## config.mk

```make
export PLATFORM = sky130hd
export DESIGN_NAME = wdt_window
export DESIGN_NICKNAME = d
export VERILOG_FILES = /design/src/rtl/wdt_pkg.sv /design/src/rtl/wdt_cfg.sv /design/src/rtl/wdt_counter.sv /design/src/rtl/wdt_arm.sv /design/src/rtl/wdt_window.sv
export SDC_FILE = /design/constraint.sdc
export NUM_CORES = 1
export LEC_CHECK = 0
export CAP_MARGIN = 20
export CORE_UTILIZATION = 25
export CTS_BUF_LIST = sky130_fd_sc_hd__clkbuf_8
export DETAILED_ROUTE_END_ITERATION = 8
export HOLD_SLACK_MARGIN = 0.15
export PLACE_DENSITY = 0.43
export SYNTH_ARGS = -nofsm -noshare
export SYNTH_HDL_FRONTEND = slang
export SYNTH_SLANG_ARGS = --single-unit
```

## constraint.sdc

```tcl
create_clock -name clk -period 11.1 [get_ports clk]
set_input_delay 1.11 -clock clk [delete_from_list [all_inputs] [get_ports clk]]
set_output_delay 1.11 -clock clk [all_outputs]
set_load 0.02 [all_outputs]
```

## src/rtl/wdt_pkg.sv

```systemverilog
package wdt_pkg;
    localparam int MAX_EXP  = 24;
    localparam int BIT_WIN  = 4;
    localparam int BIT_HALT = 5;
    localparam int BIT_MASK = 7;
    localparam logic [7:0] KEY_PRIME = 8'h55;
    localparam logic [7:0] KEY_FIRE  = 8'hAA;

    typedef struct packed {
        logic       win;
        logic       halt;
        logic [2:0] rate;
    } cfg_t;

    typedef enum logic [1:0] {
        ARM_NONE,
        ARM_PRIME,
        ARM_RESTART,
        ARM_FAULT
    } arm_dec_t;

    // exponent of the period for a rate code (rate 0 unused)
    function automatic logic [5:0] rate_exp(input logic [2:0] rate);
        logic [5:0] r;
        r = {3'b000, rate};
        if (rate <= 3'd5) return 6'd12 + (r << 1);
        return 6'd17 + r;
    endfunction
endpackage

```

## src/rtl/wdt_cfg.sv

```systemverilog
module wdt_cfg
    import wdt_pkg::*;
(
    input  logic       clk,
    input  logic       rst,
    input  logic       wr_ctrl,
    input  logic [7:0] data,
    input  logic       special_mode,
    output cfg_t       cfg,
    output logic       start
);
    logic once_q;
    logic accept;

    assign accept = wr_ctrl && !data[BIT_MASK] && (special_mode || !once_q);
    assign start  = accept && (data[2:0] != 3'd0);

    always_ff @(posedge clk) begin
        if (rst) begin
            cfg    <= '0;
            once_q <= 1'b0;
        end else if (wr_ctrl) begin
            cfg.halt <= data[BIT_HALT];
            if (accept) begin
                cfg.rate <= data[2:0];
                cfg.win  <= data[BIT_WIN];
                once_q   <= 1'b1;
            end
        end
    end

    assert_mask_keeps_R7: assert property (@(posedge clk) disable iff (rst)
        (wr_ctrl && data[BIT_MASK]) |=> ($stable(cfg.rate) && $stable(cfg.win)));

    assert_write_once_R8: assert property (@(posedge clk) disable iff (rst)
        (wr_ctrl && once_q && !special_mode) |=> ($stable(cfg.rate) && $stable(cfg.win)));
endmodule

```

## src/rtl/wdt_counter.sv

```systemverilog
module wdt_counter
    import wdt_pkg::*;
#(
    parameter int SHIFT = 0
)(
    input  logic       clk,
    input  logic       rst,
    input  logic       en,
    input  logic       tick,
    input  logic       freeze,
    input  logic       ovr,
    input  logic [2:0] rate,
    input  logic       clear,
    output logic       win_open,
    output logic       expire
);
    localparam int CW = MAX_EXP - SHIFT + 1;

    logic [CW-1:0] cnt_q;
    logic [CW-1:0] period;
    logic [CW-1:0] last;
    logic [CW-1:0] open_at;
    logic [5:0]    e;
    logic          step;

    always_comb begin
        e       = (ovr ? 6'(MAX_EXP) : rate_exp(rate)) - 6'(SHIFT);
        period  = CW'(1) << e;
        last    = period - CW'(1);
        open_at = period - (period >> 2);
    end

    assign step     = en && tick && !freeze;
    assign expire   = step && (cnt_q >= last);
    assign win_open = cnt_q >= open_at;

    always_ff @(posedge clk) begin
        if (rst || !en || clear || expire) cnt_q <= '0;
        else if (step)                     cnt_q <= cnt_q + CW'(1);
    end

    assert_idle_count_R1: assert property (@(posedge clk) disable iff (rst)
        !en |=> (cnt_q == '0));

    assert_freeze_R9: assert property (@(posedge clk) disable iff (rst)
        (en && freeze && !clear) |=> $stable(cnt_q));

    assert_tick_only_R11: assert property (@(posedge clk) disable iff (rst)
        (en && !tick && !clear) |=> $stable(cnt_q));
endmodule

```

## src/rtl/wdt_arm.sv

```systemverilog
module wdt_arm
    import wdt_pkg::*;
(
    input  logic       clk,
    input  logic       rst,
    input  logic       wr_arm,
    input  logic [7:0] data,
    input  logic       en,
    input  logic       win_eff,
    input  logic       win_open,
    input  logic       drop,
    output logic       restart,
    output logic       fault
);
    logic     armed_q;
    arm_dec_t dec;

    always_comb begin
        dec = ARM_NONE;
        if (wr_arm && en) begin
            if (win_eff && !win_open)                 dec = ARM_FAULT;
            else if (data == KEY_PRIME)               dec = ARM_PRIME;
            else if (data == KEY_FIRE && armed_q)     dec = ARM_RESTART;
            else                                      dec = ARM_FAULT;
        end
    end

    assign restart = (dec == ARM_RESTART);
    assign fault   = (dec == ARM_FAULT);

    always_ff @(posedge clk) begin
        if (rst || !en)                     armed_q <= 1'b0;
        else if (dec == ARM_PRIME)          armed_q <= 1'b1;
        else if (dec != ARM_NONE || drop)   armed_q <= 1'b0;
    end
endmodule

```

## src/rtl/wdt_window.sv

```systemverilog
module wdt_window
    import wdt_pkg::*;
#(
    parameter int RATE_SHIFT = 0
)(
    input  logic       clk,
    input  logic       rst,
    input  logic       tick,
    input  logic       dbg_active,
    input  logic       special_mode,
    input  logic       wr_en,
    input  logic       wr_arm,
    input  logic [7:0] wr_data,
    output logic       rst_req,
    output logic [2:0] stat_rate,
    output logic       stat_window,
    output logic       stat_halt,
    output logic       stat_enabled
);
    cfg_t cfg;
    logic start, en, ovr, freeze, win_eff;
    logic win_open, expire, restart, fault;
    logic unused_bits;

    assign unused_bits = ^{wr_data[6], wr_data[3]};

    wdt_cfg u_cfg (
        .clk          (clk),
        .rst          (rst),
        .wr_ctrl      (wr_en && !wr_arm),
        .data         (wr_data),
        .special_mode (special_mode),
        .cfg          (cfg),
        .start        (start)
    );

    assign en      = (cfg.rate != 3'd0);
    assign ovr     = en && dbg_active && !cfg.halt && special_mode;
    assign freeze  = cfg.halt && dbg_active;
    assign win_eff = cfg.win && !ovr;

    wdt_counter #(.SHIFT(RATE_SHIFT)) u_counter (
        .clk      (clk),
        .rst      (rst),
        .en       (en),
        .tick     (tick),
        .freeze   (freeze),
        .ovr      (ovr),
        .rate     (cfg.rate),
        .clear    (start || restart || fault),
        .win_open (win_open),
        .expire   (expire)
    );

    wdt_arm u_arm (
        .clk      (clk),
        .rst      (rst),
        .wr_arm   (wr_en && wr_arm),
        .data     (wr_data),
        .en       (en),
        .win_eff  (win_eff),
        .win_open (win_open),
        .drop     (expire || start),
        .restart  (restart),
        .fault    (fault)
    );

    always_ff @(posedge clk) begin
        if (rst) rst_req <= 1'b0;
        else     rst_req <= fault || expire;
    end

    assign stat_rate    = cfg.rate;
    assign stat_window  = cfg.win;
    assign stat_halt    = cfg.halt;
    assign stat_enabled = en;

    assert_bad_key_R5: assert property (@(posedge clk) disable iff (rst)
        (wr_en && wr_arm && en && wr_data != KEY_PRIME && wr_data != KEY_FIRE) |=> rst_req);

    assert_early_service_R6: assert property (@(posedge clk) disable iff (rst)
        (wr_en && wr_arm && en && cfg.win && !ovr && !win_open) |=> rst_req);

    assert_disabled_quiet_R1: assert property (@(posedge clk) disable iff (rst)
        (!en && !start) |=> !rst_req);
endmodule

```

==> metrics.md <==
| Metric | Value |
|---|---|
| Storage cell area | 661 um2 |
| Dpl cell area | 0.00501 mm2 |
| Kind of critical path | in2reg |
| Synthesized flop and latch total | 33 |
| Fin crit share | 62.8% |
| Antenna Nets Post-Route | 0 |
| Vias in the first global route | 4128 |
| Via count | 4207 |
| Initial Utilization | 25.5% |
| DRC viols | 0 |
| Place WS | 3.47 ns |
| Most frequent cells in the layout | ha_1 (81), nor2_1 (54), nand2_1 (44) |
| Post-synth ARST share | 0% |
| Total routed wirelength | 13500 um |
| CTS tree | done |
| Post-Syn Instances | 579 |
| Placement row count | 49 |
| Clock skew | 0.00932 ns |
| Worst-Margin Slew | 0.681 ns |
| Final Hold Vio Count | 0 |
| Port bufs | 21 |
| Fmax achieved | 143 MHz |
| N_diodes | 0 |
| Clk buf depth | 2 |
| Post-synth EDFFs | 0 |
| Post-synthesis sequential area ratio | 14.5% |
| Routed WL per cell | 16.3 um |
| Via density | 5.08 |
| Total of max-cap violations | 0 |
| Number of library cell types mapped by synthesis | 69 |
| Critical Path Max Stage Delay | 0.63 ns |
| Area grow syn2layout | 12.7% |
| Outcome | completed |
| CTS hold repair buffers | 0 |
| HPWL after detailed placement | 11300 um |
| Reg clk slew, reported paths | 0.07 ns |
| Core area | 0.0179 mm2 |
| 1st-iter DRT viols | 218 |
| Filler cell count | 1929 |
| Worst skew pair latency | 0.30 ns |
| Synth Warn # | 0 |
| Clock root buffer | clkbuf_8 |
| Pre-antenna DRT Iters | 5 |
| PostCTS Resize Cnt | 0 |
| H-tree levels | 2 |
| Slew Viols, Final | 0 |
| I/O Pins | 22 |
| Die H | 137 um |
| RSZ-0062 raised after global routing | no |
| R2R cell count | 24 |
| GRT met3 Usage | 1.93% |
| GPL Wtd Cong | 0.916 |
| Max_slew headroom | 54.3% |
| Mean post-synth cell area | 7.88 um2 |
| Hold WS | 0.485 ns |
| Tot GR Track Use | 15.2% |
| Main synth FF type | dfxtp_1 |
| Clock sink count | 33 |
| Gr ovfl total | 0 |
| # Post-CTS Setup Buffers | 0 |
| Leak | 2.25 nW |
| Die W | 137 um |
| Hold Crit Class | reg2reg |
| Layout cells sized above 1 | 5.01% |
| Final Instance Area | 0.00514 mm2 |
| Setup violators final | 0 |
| Crit-path max FO | 17 |
| Largest net degree at the start of global routing | 27 |
| WHS Path Cells | 2 |
| CP max-delay cell | or4_1 |
| Worst Path Arrival | 7.14 ns |
| Worst Path Required | 11.27 ns |
| Worst Setup End Kind | flop |
| Most common cell after layout, fill and taps aside | ha_1 |
| Final min period | 6.97 ns |
| Area of the multi-input gates | 0.00368 mm2 |
| Cell Area, Synth | 0.00456 mm2 |
| Initial antenna violation count | 0 |
| CTS buffer count | 5 |
| Setup crit start kind | primary input |
| Gr busiest metal | met2 |
| PwrDens | 74.1 mW/mm2 |
| Nets@finish | 695 |
| PnR worst setup slack | 4.13 ns |
| Worst vdd ir | 0.0000649 V |
| GRT met1 Usage | 20.1% |
| Met2 Use GR | 25.7% |
| Post-route setup TNS | 0 ns |
| Critical-path cell list | clkdlybuf4s50_1 -> nand2_1 -> o31a_1 -> inv_6 -> or4_1 -> inv_1 -> ha_1 -> nor2b_1 -> o31a_1 -> o41ai_2 -> a21oi_1 -> o31ai_1 -> o31ai_1 -> o221ai_1 -> xor2_1 -> ha_1 -> a21oi_1 -> nor2b_1 -> nor4b_1 -> o221ai_1 -> o21bai_2 -> buf_8 -> a221oi_1 |
| First-pass GRT wire length | 21800 um |
| Die area | 0.0188 mm2 |
[state kept, by name, summed over array words and instances, names as in the netlist]
signal and cells:
rst_req 1, u_cfg.once_q 1, u_cfg.cfg 5, u_arm.armed_q 1, u_counter.cnt_q 25
[area by class of cell]
cell class                 instances  area share (%)
clock buffer                       6            1.61
clock inverter                     2           0.657
inverter                          37            2.80
multi-input combinational        496            71.7
sequential                        33            12.9
tap                              229            5.57
timing repair buffer              25            4.82
[worst max-delay path, delay by kind of cell]
family | cells | cell delay (ns)
compound gates | 11 | 3.17
xor+xnor | 1 | 0.21
fa+ha+maj | 2 | 0.50
buf+inv | 4 | 0.89
simple gates | 5 | 1.23
[power breakdown]
| part | internal [mW] | switching, mW |
|---|---|---|
| Clock | 0.0723 | 0.0468 |
| Sequential | 0.119 | 0.00158 |
| Combinational | 0.0575 | 0.0835 |
[per-stage QoR]
step | instances | total power, mW | util [%]
2_1_floorplan | 582 | 0.225 | -
3_3_place_gp | 819 | 0.263 | 28.0
3_5_place_dp | 819 | 0.264 | 28.0
4_1_cts | 827 | 0.386 | 28.6
5_1_grt | 828 | 0.408 | 28.7
6_report | 828 | 0.381 | 28.7
[cell families (layout without fill, tap and decap cells)]
| kind of cell | count (synthesis) | in the layout | share of synthesized area, % |
|---|---|---|---|
| compound gates | 151 | 151 | 24.1 |
| xor+xnor | 52 | 52 | 9.99 |
| fa+ha+maj | 82 | 82 | 22.7 |
| buf+inv | 53 | 70 | 5.05 |
| flops | 33 | 33 | 14.5 |
| mux | 6 | 6 | 1.32 |
| other cells | 2 | 5 | 0.165 |
| simple gates | 200 | 200 | 22.2 |
[metal layers]
layer	routed length (um)	vias up	share of wire, %
li1	-	2155	-
met1	6600	1984	49
met2	6440	51	48
met3	232	17	1.7
met4	263	0	1.9
met5	0	-	0
[cells in the mapped netlist, types with 3 or more instances]
master,number,area share [%]
and3_1,9,1.2
o21ai_0,16,1.8
and4_1,3,0.58
nand2b_1,6,0.82
xor2_1,27,5.2
nand4_1,20,2.7
a22oi_1,3,0.49
nor2b_1,15,2.1
ha_1,81,22
a21o_1,24,4.0
nor2_1,54,4.4
nand2_1,44,3.6
or3_1,3,0.41
mux2i_1,6,1.3
clkbuf_1,11,0.91
o31a_1,6,1.2
nand3_1,19,2.1
nor3_1,10,1.1
a211oi_1,28,4.6
o21a_1,8,1.3
inv_1,35,2.9
xnor2_1,25,4.8
a21oi_1,29,3.2
o31ai_1,4,0.66
dfxtp_1,33,14
o211ai_1,4,0.66
[path summary, 6_finish.rpt]
path | startpoint | to | slack (ns)
setup / recovery | special_mode | u_counter.cnt_q[1] | 4.13
hold / removal | u_arm.armed_q | u_arm.armed_q | 0.48
setup reg to reg | u_cfg.cfg[0] | u_counter.cnt_q[1] | 4.45
hold reg to reg | u_arm.armed_q | u_arm.armed_q | 0.48
(Power assumes the default switching activity.)
